$ cat src/rtl/capture_csr_pkg.sv
package capture_csr_pkg;
  localparam int DATA_W = 32;
  localparam int ADDR_W = 16;

  localparam logic [ADDR_W-1:0] A_CHAN   = 16'h1000;
  localparam logic [ADDR_W-1:0] A_DUR    = 16'h1010;
  localparam logic [ADDR_W-1:0] A_WRPTR  = 16'h1070;
  localparam logic [ADDR_W-1:0] A_RDPTR  = 16'h1074;
  localparam logic [ADDR_W-1:0] A_MDATA  = 16'h1078;
  localparam logic [ADDR_W-1:0] A_MCTRL  = 16'h107C;
  localparam logic [ADDR_W-1:0] A_CCOUNT = 16'h10B0;
  localparam logic [ADDR_W-1:0] A_IDTRG  = 16'h10B4;
  localparam logic [ADDR_W-1:0] A_CCTRL  = 16'h10B8;
  localparam logic [ADDR_W-1:0] A_TOTDIV = 16'h10BC;

  localparam logic [DATA_W-1:0] ID_WORD = 32'h12345678;

  typedef enum logic [3:0] {
    RS_ZERO, RS_CHAN, RS_DUR, RS_WRPTR, RS_RDPTR, RS_MDATA,
    RS_MCTRL, RS_CCOUNT, RS_ID, RS_STATUS, RS_TOTAL
  } rdSel_e;

  typedef struct packed {
    logic   wrChan;
    logic   wrDur;
    logic   wrRdPtr;
    logic   wrMemCtrl;
    logic   wrCapCount;
    logic   wrTrig;
    logic   wrCapCtrl;
    logic   wrDiv;
    logic   rdEn;
    rdSel_e rdSel;
  } csrStrobes_t;
endpackage

$ cat src/rtl/csr_decode.sv
module csr_decode
  import capture_csr_pkg::*;
(
  input  logic [ADDR_W-1:0] busAddr,
  input  logic              busWr,
  input  logic              busRd,
  output csrStrobes_t       strb
);
  always_comb begin
    strb = '0;
    strb.rdSel = RS_ZERO;
    strb.rdEn  = busRd;
    if (busWr) begin
      unique case (busAddr)
        A_CHAN:   strb.wrChan     = 1'b1;
        A_DUR:    strb.wrDur      = 1'b1;
        A_RDPTR:  strb.wrRdPtr    = 1'b1;
        A_MCTRL:  strb.wrMemCtrl  = 1'b1;
        A_CCOUNT: strb.wrCapCount = 1'b1;
        A_IDTRG:  strb.wrTrig     = 1'b1;
        A_CCTRL:  strb.wrCapCtrl  = 1'b1;
        A_TOTDIV: strb.wrDiv      = 1'b1;
        default:  ;
      endcase
    end
    unique case (busAddr)
      A_CHAN:   strb.rdSel = RS_CHAN;
      A_DUR:    strb.rdSel = RS_DUR;
      A_WRPTR:  strb.rdSel = RS_WRPTR;
      A_RDPTR:  strb.rdSel = RS_RDPTR;
      A_MDATA:  strb.rdSel = RS_MDATA;
      A_MCTRL:  strb.rdSel = RS_MCTRL;
      A_CCOUNT: strb.rdSel = RS_CCOUNT;
      A_IDTRG:  strb.rdSel = RS_ID;
      A_CCTRL:  strb.rdSel = RS_STATUS;
      A_TOTDIV: strb.rdSel = RS_TOTAL;
      default:  strb.rdSel = RS_ZERO;
    endcase
  end
endmodule

$ cat src/rtl/csr_datapath.sv
module csr_datapath
  import capture_csr_pkg::*;
#(
  parameter int CHAN_N    = 16,
  parameter int MEM_DEPTH = 262144,
  parameter int DIV_W     = 32
) (
  input  logic              clk,
  input  logic              rstN,
  input  csrStrobes_t       strb,
  input  logic [DATA_W-1:0] busWdata,
  output logic [DATA_W-1:0] busRdata,
  input  logic              fifo32Full,
  input  logic              fifo64Full,
  input  logic              fifoEmpty,
  input  logic              countRunning,
  input  logic [DATA_W-1:0] wrPtrIn,
  input  logic [DATA_W-1:0] memDataIn,
  input  logic [DATA_W-1:0] capTotalIn,
  output logic [CHAN_N-1:0] chanMask,
  output logic [DATA_W-1:0] duration,
  output logic [DATA_W-1:0] memRdPtr,
  output logic              memPtrReset,
  output logic              memWriteEn,
  output logic [DATA_W-1:0] capCount,
  output logic [CHAN_N-1:0] trigEdgeMask,
  output logic [CHAN_N-1:0] trigValues,
  output logic [CHAN_N-1:0] trigChanMask,
  output logic              trigEnable,
  output logic              clrTimebase,
  output logic              sampleEnable,
  output logic              sampleStrobe
);
  localparam logic [DATA_W-1:0] CCOUNT_RST = DATA_W'(MEM_DEPTH - 5);
  localparam int HI = DATA_W / 2;

  logic [DIV_W-1:0]  divCount;
  logic [DIV_W-1:0]  divCnt;
  logic [DATA_W-1:0] rdMux;
  logic [6:0]        statusWord;

  always_ff @(posedge clk) begin
    if (!rstN) begin
      chanMask     <= '0;
      duration     <= '0;
      memRdPtr     <= '0;
      memPtrReset  <= 1'b0;
      memWriteEn   <= 1'b0;
      capCount     <= CCOUNT_RST;
      trigEdgeMask <= '0;
      trigValues   <= '0;
      trigChanMask <= '0;
      trigEnable   <= 1'b0;
      clrTimebase  <= 1'b0;
      sampleEnable <= 1'b0;
    end else begin
      if (strb.wrChan)     chanMask <= busWdata[CHAN_N-1:0];
      if (strb.wrDur)      duration <= busWdata;
      if (strb.wrRdPtr)    memRdPtr <= busWdata;
      if (strb.wrCapCount) capCount <= busWdata;
      if (strb.wrMemCtrl) begin
        memPtrReset <= busWdata[0];
        memWriteEn  <= busWdata[1];
      end
      if (strb.wrTrig) begin
        trigEdgeMask <= busWdata[HI +: CHAN_N];
        trigValues   <= busWdata[CHAN_N-1:0];
      end
      if (strb.wrCapCtrl) begin
        trigEnable   <= busWdata[2];
        clrTimebase  <= busWdata[3];
        sampleEnable <= busWdata[5];
        if (busWdata[2]) trigChanMask <= busWdata[HI +: CHAN_N];
      end
    end
  end

  // Sample-rate divider: counts 0..divCount, pulses at the top.
  always_ff @(posedge clk) begin
    if (!rstN) begin
      divCount <= '0;
      divCnt   <= '0;
    end else if (strb.wrDiv) begin
      divCount <= busWdata[DIV_W-1:0];
      divCnt   <= '0;
    end else if (divCnt >= divCount) begin
      divCnt <= '0;
    end else begin
      divCnt <= divCnt + 1'b1;
    end
  end

  assign sampleStrobe = (divCnt == divCount);

  assign statusWord = {countRunning, sampleEnable, fifoEmpty, clrTimebase,
                       trigEnable, fifo64Full, fifo32Full};

  always_comb begin
    unique case (strb.rdSel)
      RS_CHAN:   rdMux = DATA_W'(chanMask);
      RS_DUR:    rdMux = duration;
      RS_WRPTR:  rdMux = wrPtrIn;
      RS_RDPTR:  rdMux = memRdPtr;
      RS_MDATA:  rdMux = memDataIn;
      RS_MCTRL:  rdMux = {{(DATA_W-2){1'b0}}, memWriteEn, memPtrReset};
      RS_CCOUNT: rdMux = capCount;
      RS_ID:     rdMux = ID_WORD;
      RS_STATUS: rdMux = DATA_W'(statusWord);
      RS_TOTAL:  rdMux = capTotalIn;
      default:   rdMux = '0;
    endcase
  end

  always_ff @(posedge clk) begin
    if (!rstN)          busRdata <= '0;
    else if (strb.rdEn) busRdata <= rdMux;
  end
endmodule

$ cat src/rtl/capture_csr.sv
module capture_csr
  import capture_csr_pkg::*;
#(
  parameter int CHAN_N    = 16,
  parameter int MEM_DEPTH = 262144,
  parameter int DIV_W     = 32
) (
  input  logic              clk,
  input  logic              rstN,
  input  logic [15:0]       busAddr,
  input  logic              busWr,
  input  logic              busRd,
  input  logic [31:0]       busWdata,
  output logic [31:0]       busRdata,
  input  logic              fifo32Full,
  input  logic              fifo64Full,
  input  logic              fifoEmpty,
  input  logic              countRunning,
  input  logic [31:0]       wrPtrIn,
  input  logic [31:0]       memDataIn,
  input  logic [31:0]       capTotalIn,
  output logic [CHAN_N-1:0] chanMask,
  output logic [31:0]       duration,
  output logic [31:0]       memRdPtr,
  output logic              memPtrReset,
  output logic              memWriteEn,
  output logic [31:0]       capCount,
  output logic [CHAN_N-1:0] trigEdgeMask,
  output logic [CHAN_N-1:0] trigValues,
  output logic [CHAN_N-1:0] trigChanMask,
  output logic              trigEnable,
  output logic              clrTimebase,
  output logic              sampleEnable,
  output logic              sampleStrobe
);
  csrStrobes_t strb;

  csr_decode i_decode (
    .busAddr(busAddr), .busWr(busWr), .busRd(busRd), .strb(strb)
  );

  csr_datapath #(.CHAN_N(CHAN_N), .MEM_DEPTH(MEM_DEPTH), .DIV_W(DIV_W)) i_datapath (
    .clk(clk), .rstN(rstN), .strb(strb), .busWdata(busWdata),
    .busRdata(busRdata), .fifo32Full(fifo32Full), .fifo64Full(fifo64Full),
    .fifoEmpty(fifoEmpty), .countRunning(countRunning), .wrPtrIn(wrPtrIn),
    .memDataIn(memDataIn), .capTotalIn(capTotalIn), .chanMask(chanMask),
    .duration(duration), .memRdPtr(memRdPtr), .memPtrReset(memPtrReset),
    .memWriteEn(memWriteEn), .capCount(capCount), .trigEdgeMask(trigEdgeMask),
    .trigValues(trigValues), .trigChanMask(trigChanMask),
    .trigEnable(trigEnable), .clrTimebase(clrTimebase),
    .sampleEnable(sampleEnable), .sampleStrobe(sampleStrobe)
  );
endmodule

$ cat config.mk
export PLATFORM = sky130hd
export DESIGN_NAME = capture_csr
export DESIGN_NICKNAME = d
export VERILOG_FILES = /design/src/rtl/capture_csr_pkg.sv /design/src/rtl/csr_decode.sv /design/src/rtl/csr_datapath.sv /design/src/rtl/capture_csr.sv
export SDC_FILE = /design/constraint.sdc
export NUM_CORES = 1
export LEC_CHECK = 0
export BUFFER_PORTS_ARGS = -buffer_cell sky130_fd_sc_hd__buf_2
export CORE_ASPECT_RATIO = 1.4
export CORE_MARGIN = 2
export CORE_UTILIZATION = 39
export CTS_CLUSTER_SIZE = 28
export DETAILED_ROUTE_END_ITERATION = 10
export GPL_ROUTABILITY_DRIVEN = 0
export HOLD_SLACK_MARGIN = 0.1
export MAX_ROUTING_LAYER = met4
export SYNTH_ARGS = -nofsm -noshare
export SYNTH_HDL_FRONTEND = slang
export SYNTH_SLANG_ARGS = --single-unit
$ cat constraint.sdc
create_clock -name clk -period 2.25 [get_ports clk]
set_input_delay 0.1125 -clock clk [delete_from_list [all_inputs] [get_ports clk]]
set_output_delay 0.1125 -clock clk [all_outputs]
set_load 0.005 [all_outputs]
==> run summary <==
Of the available clock period, the critical path in the final layout requires 102%. The critical-path cell with the highest stage delay is sky130_fd_sc_hd__dfxtp_1. The clock transition at the registers of the reported paths came out at 0.06 ns. Dividing the detail-routed wire length by the instance count gives 20.5 µm. STA classifies the critical path startpoint as a flip-flop. The residual antenna-violating net count after detailed routing is 0.

The critical setup path kind is reg2reg. TritonCTS built the clock tree. The most instantiated flip-flop cell in the synthesis netlist is sky130_fd_sc_hd__dfxtp_1. Detailed placement ended at an HPWL of 34400 µm. In this design, the stage delay of the slowest critical-path cell is 0.35 ns. Summed over all nets, wire length on met3 after detailed routing comes to 3920 µm. The cell count after synthesis came out at 1473.

Across all layers, the routed design uses 13289 vias. Row generation in the floorplan step produced 77 rows. Across the run, the number of max-cap violations was 0.

The critical path goes through ha_1 > nand4_1 > buf_4 > buf_4 > buf_4 > buf_4 > nor2_2 > o221ai_4 > a31oi_4 > buf_4 > buf_6 > nor4_1. The run gives 1658 as the synthesized netlist net count. The leakage dissipation is 7.25 nW. The fraction of registers with async set/reset is 0%, and the final-report max-slew violation count is 0. The final-stage net count came out at 2170.

The largest net degree at the start of global routing came out at 63. The shortest clock period the worst path allows after layout was 2.29 ns; the number of buffers inserted during clock tree synthesis was 27. The die is 155 µm wide. The worst pin sits at a relative slew slack of 62.1%. The final reports fail on negative setup slack. The tools report the number of iterations in the first detailed-routing pass as 8. sky130_fd_sc_hd__dfxtp_1 takes more of the synthesized area than any other cell. Overall power consumption after layout is estimated at 9.68 mW.

Clock latency on the worst-skew pair, taken at its later pin, is 0.56 ns. Between clock sinks in the finished design, the worst skew comes to 0.0233 ns. The global-route usage over all layers came out at 28.9%. The class of the tightest hold or removal check is in2reg. The run finished, with violations left. Setup repair after global routing could not meet its margin everywhere. The top layer reached by signal wires was met4.

The tools report the number of antenna violations at the first check in global routing as 3. The flip-flop and latch count after synthesis was 261; the wire length of the first global-routing pass was 74200 µm. The region available for standard cell placement spans 31600 µm². The global-route congestion overflow total is 0, and the starting density of the core is 39.6%. The number of global-route vias before repair is 13050.

Counting every sink on the clock net gives 261. The power per cell area is 546 nW/µm². The logs give -0.0437 ns for the setup slack of the critical path after layout and 2205 for the cell count after placement. After synthesis, flip-flops and latches occupy 41.8% of the total area. After synthesis, the cell types taking the most area are sky130_fd_sc_hd__dfxtp_1, sky130_fd_sc_hd__nand2_1, sky130_fd_sc_hd__a21boi_1. Synthesis instantiated 54 different standard cells from the library. The via density per instance was 5.54; the count of flip-flops with a built-in enable after synthesis was 0. The data required time of the worst path is 2.68 ns, and the total wirelength of the detailed-routed design is 49100 µm. The detailed router put a total of 19800 µm of wire on met1. The mapped netlist covers 12500 µm².

The cell that appears most often on the critical path is sky130_fd_sc_hd__buf_4. For the arrival time reported for the critical path endpoint, the log shows 2.73 ns. The tools report the type of element capturing the critical path as a flip-flop. The share of the synthesized area in the top cell type is 41.8%. The final hold violation count was 0; the area growth from synthesis to final layout was 41.8%. Of the cells placed in the final design, the portion with a size suffix greater than 1 is 29.2%. The run gives 0 as the number of warnings issued by yosys.

The die covers 33500 µm². The longest clock path from root to sink contains 3 buffers. The routed length on met2 was 23000 µm. CTS placed an instance of sky130_fd_sc_hd__clkbuf_16 at the clock tree root. For the total I/O pin count, the log shows 350. The non-filler instance count after layout is 2400. The logs give 0.542 mV for the peak supply drop and 18 for the number of setup violations in the final report. The number of design rule violations left after detail routing is 0, and the count of input and output buffers is 349.

Mean post-synth cell area: 8.49 µm². The die boundary height works out to 216 µm. The logs give 1 for the maximum level of the CTS H-tree and 436 MHz for the fmax. The iteration-0 DRC count of the detailed router came out at 886.

The filler cells instantiated in the layout total 2942. The critical-path maximum fanout was 5; the actual slew at the worst max-slew pin was 0.569 ns.
==> critical path, delay by kind of cell (launching register included) <==
kind | cells | cell delay, ns
buffers and inverters | 6 | 0.79
and+or+nand+nor | 3 | 0.33
adders and majority gates | 1 | 0.32
AOI/OAI and AO/OA | 2 | 0.39
DFF | 1 | 0.35
==> synth_stat cells, types with 12 or more instances <==
library cell and n:
sky130_fd_sc_hd__a21oi_1 13, sky130_fd_sc_hd__a31oi_1 28, sky130_fd_sc_hd__nand3_1 55, sky130_fd_sc_hd__mux2_2 17, sky130_fd_sc_hd__clkbuf_1 64, sky130_fd_sc_hd__buf_2 27
sky130_fd_sc_hd__and3_1 14, sky130_fd_sc_hd__xor2_1 23, sky130_fd_sc_hd__nor2b_1 22, sky130_fd_sc_hd__a21boi_0 71, sky130_fd_sc_hd__a22oi_1 30, sky130_fd_sc_hd__a222oi_1 26
sky130_fd_sc_hd__nor4_4 12, sky130_fd_sc_hd__a21boi_1 106, sky130_fd_sc_hd__nor4_1 34, sky130_fd_sc_hd__o21ai_0 29, sky130_fd_sc_hd__dfxtp_1 261, sky130_fd_sc_hd__nor2_1 16
sky130_fd_sc_hd__ha_1 33, sky130_fd_sc_hd__nand2_1 417, sky130_fd_sc_hd__a22o_1 19, sky130_fd_sc_hd__nand4_1 19, sky130_fd_sc_hd__inv_1 37
==> power breakdown <==
| group | total, mW | internal [mW] | leakage [nW] | switching (mW) |
|---|---|---|---|---|
| registers | 4.62 | 4.62 | 2.11 | 0.0000247 |
| clock network | 4.45 | 2.54 | 0.419 | 1.91 |
| logic | 0.612 | 0.296 | 4.72 | 0.316 |
| total | 9.68 | 7.45 | 7.25 | 2.22 |
==> timing repair <==
action                                  CTS  global route
endpoints found under the setup margin    1            52
hold endpoints to repair                228             0
pin swaps                                 7             7
hold buffers                            130             0
resized for setup                        23            27
gates cloned                              0             3
setup buffers                             6             8
==> layer usage <==
metal | up-vias | global-route usage (%)
li1 | 6228 | -
met1 | 6303 | 34.5
met2 | 609 | 47.3
met3 | 149 | 5.36
met4 | 0 | 13.2
met5 | - | -
==> final cells by class <==
type | instances | area [µm²] | area share (%)
multi-input cells | 1063 | 6790 | 38.3
inverters | 37 | 139 | 0.783
well taps | 395 | 494 | 2.79
repair buffers | 595 | 4210 | 23.7
clock buffers | 35 | 746 | 4.21
clock inverters | 9 | 101 | 0.572
flip-flops and latches | 261 | 5240 | 29.6
diodes | 5 | 12.5 | 0.0706
==> worst paths after layout <==
kind	from	to	slack [ns]	depth (start not counted)
worst max-delay path	i_datapath.divCnt[10]	i_datapath.divCnt[4]	-0.04	12
worst min-delay path	busAddr[4]	i_datapath.duration[25]	0.16	5
worst min register to register	i_datapath.busRdata[25]	i_datapath.busRdata[25]	0.45	2
worst max register to register	i_datapath.divCnt[10]	i_datapath.divCnt[4]	-0.04	12
==> stage by stage <==
| step | TNS [ns] | util, % | setup slack (ns) | area [µm²] | hold WS [ns] |
|---|---|---|---|---|---|
| 6_report | -0.586 | 56.1 | -0.0437 | 17700 | 0.155 |
| 2_1_floorplan | 0 | - | 0.185 | 12500 | 0.237 |
| 4_1_cts | -0.0160 | 55.4 | -0.0160 | 17500 | 0.135 |
| 5_1_grt | -2.41 | 56.1 | -0.113 | 17700 | 0.155 |
| 3_3_place_gp | -0.259 | 48.2 | -0.0602 | 15200 | 0.400 |
| 3_5_place_dp | -0.836 | 48.2 | -0.0722 | 15200 | 0.404 |
==> sequential cells by signal, indices dropped and copies added (netlist names), 16 cells and up <==
name and flops:
i_datapath.capCount 32, i_datapath.divCount 32, i_datapath.trigChanMask 16, i_datapath.trigEdgeMask 16, i_datapath.trigValues 16, i_datapath.memRdPtr 32, i_datapath.busRdata 32, i_datapath.chanMask 16
i_datapath.divCnt 32, i_datapath.duration 32
==> logic make-up after synthesis <==
family | count (synthesis) | synth area share [%]
AND/OR/NAND/NOR | 632 | 24.7
XOR/XNOR | 31 | 2.17
AO/OA/AOI/OAI | 348 | 20.6
adder cells (fa/ha/maj) | 33 | 3.30
buffers and inverters | 149 | 5.80
multiplexers | 19 | 1.69
flip-flops | 261 | 41.8
==> placed cells by master (no fill, tap or decap), types with 19 or more instances in the layout <==
| cell | instances |
|---|---|
| sky130_fd_sc_hd__nand2_1 | 417 |
| sky130_fd_sc_hd__buf_2 | 347 |
| sky130_fd_sc_hd__dfxtp_1 | 251 |
| sky130_fd_sc_hd__dlygate4sd3_1 | 130 |
| sky130_fd_sc_hd__a21boi_1 | 106 |
| sky130_fd_sc_hd__buf_4 | 91 |
| sky130_fd_sc_hd__a21boi_0 | 71 |
| sky130_fd_sc_hd__nand3_1 | 54 |
| sky130_fd_sc_hd__inv_1 | 34 |
| sky130_fd_sc_hd__a22oi_1 | 30 |
| sky130_fd_sc_hd__o21ai_0 | 29 |
| sky130_fd_sc_hd__ha_1 | 28 |
| sky130_fd_sc_hd__a31oi_1 | 27 |
| sky130_fd_sc_hd__clkbuf_16 | 27 |
| sky130_fd_sc_hd__a222oi_1 | 26 |
| sky130_fd_sc_hd__nor4_1 | 26 |
| sky130_fd_sc_hd__xor2_1 | 23 |
| sky130_fd_sc_hd__nor2b_1 | 22 |
| sky130_fd_sc_hd__buf_12 | 21 |
| sky130_fd_sc_hd__nand4_1 | 19 |
| sky130_fd_sc_hd__a22o_1 | 19 |
Power figures use the tool's default switching activity.
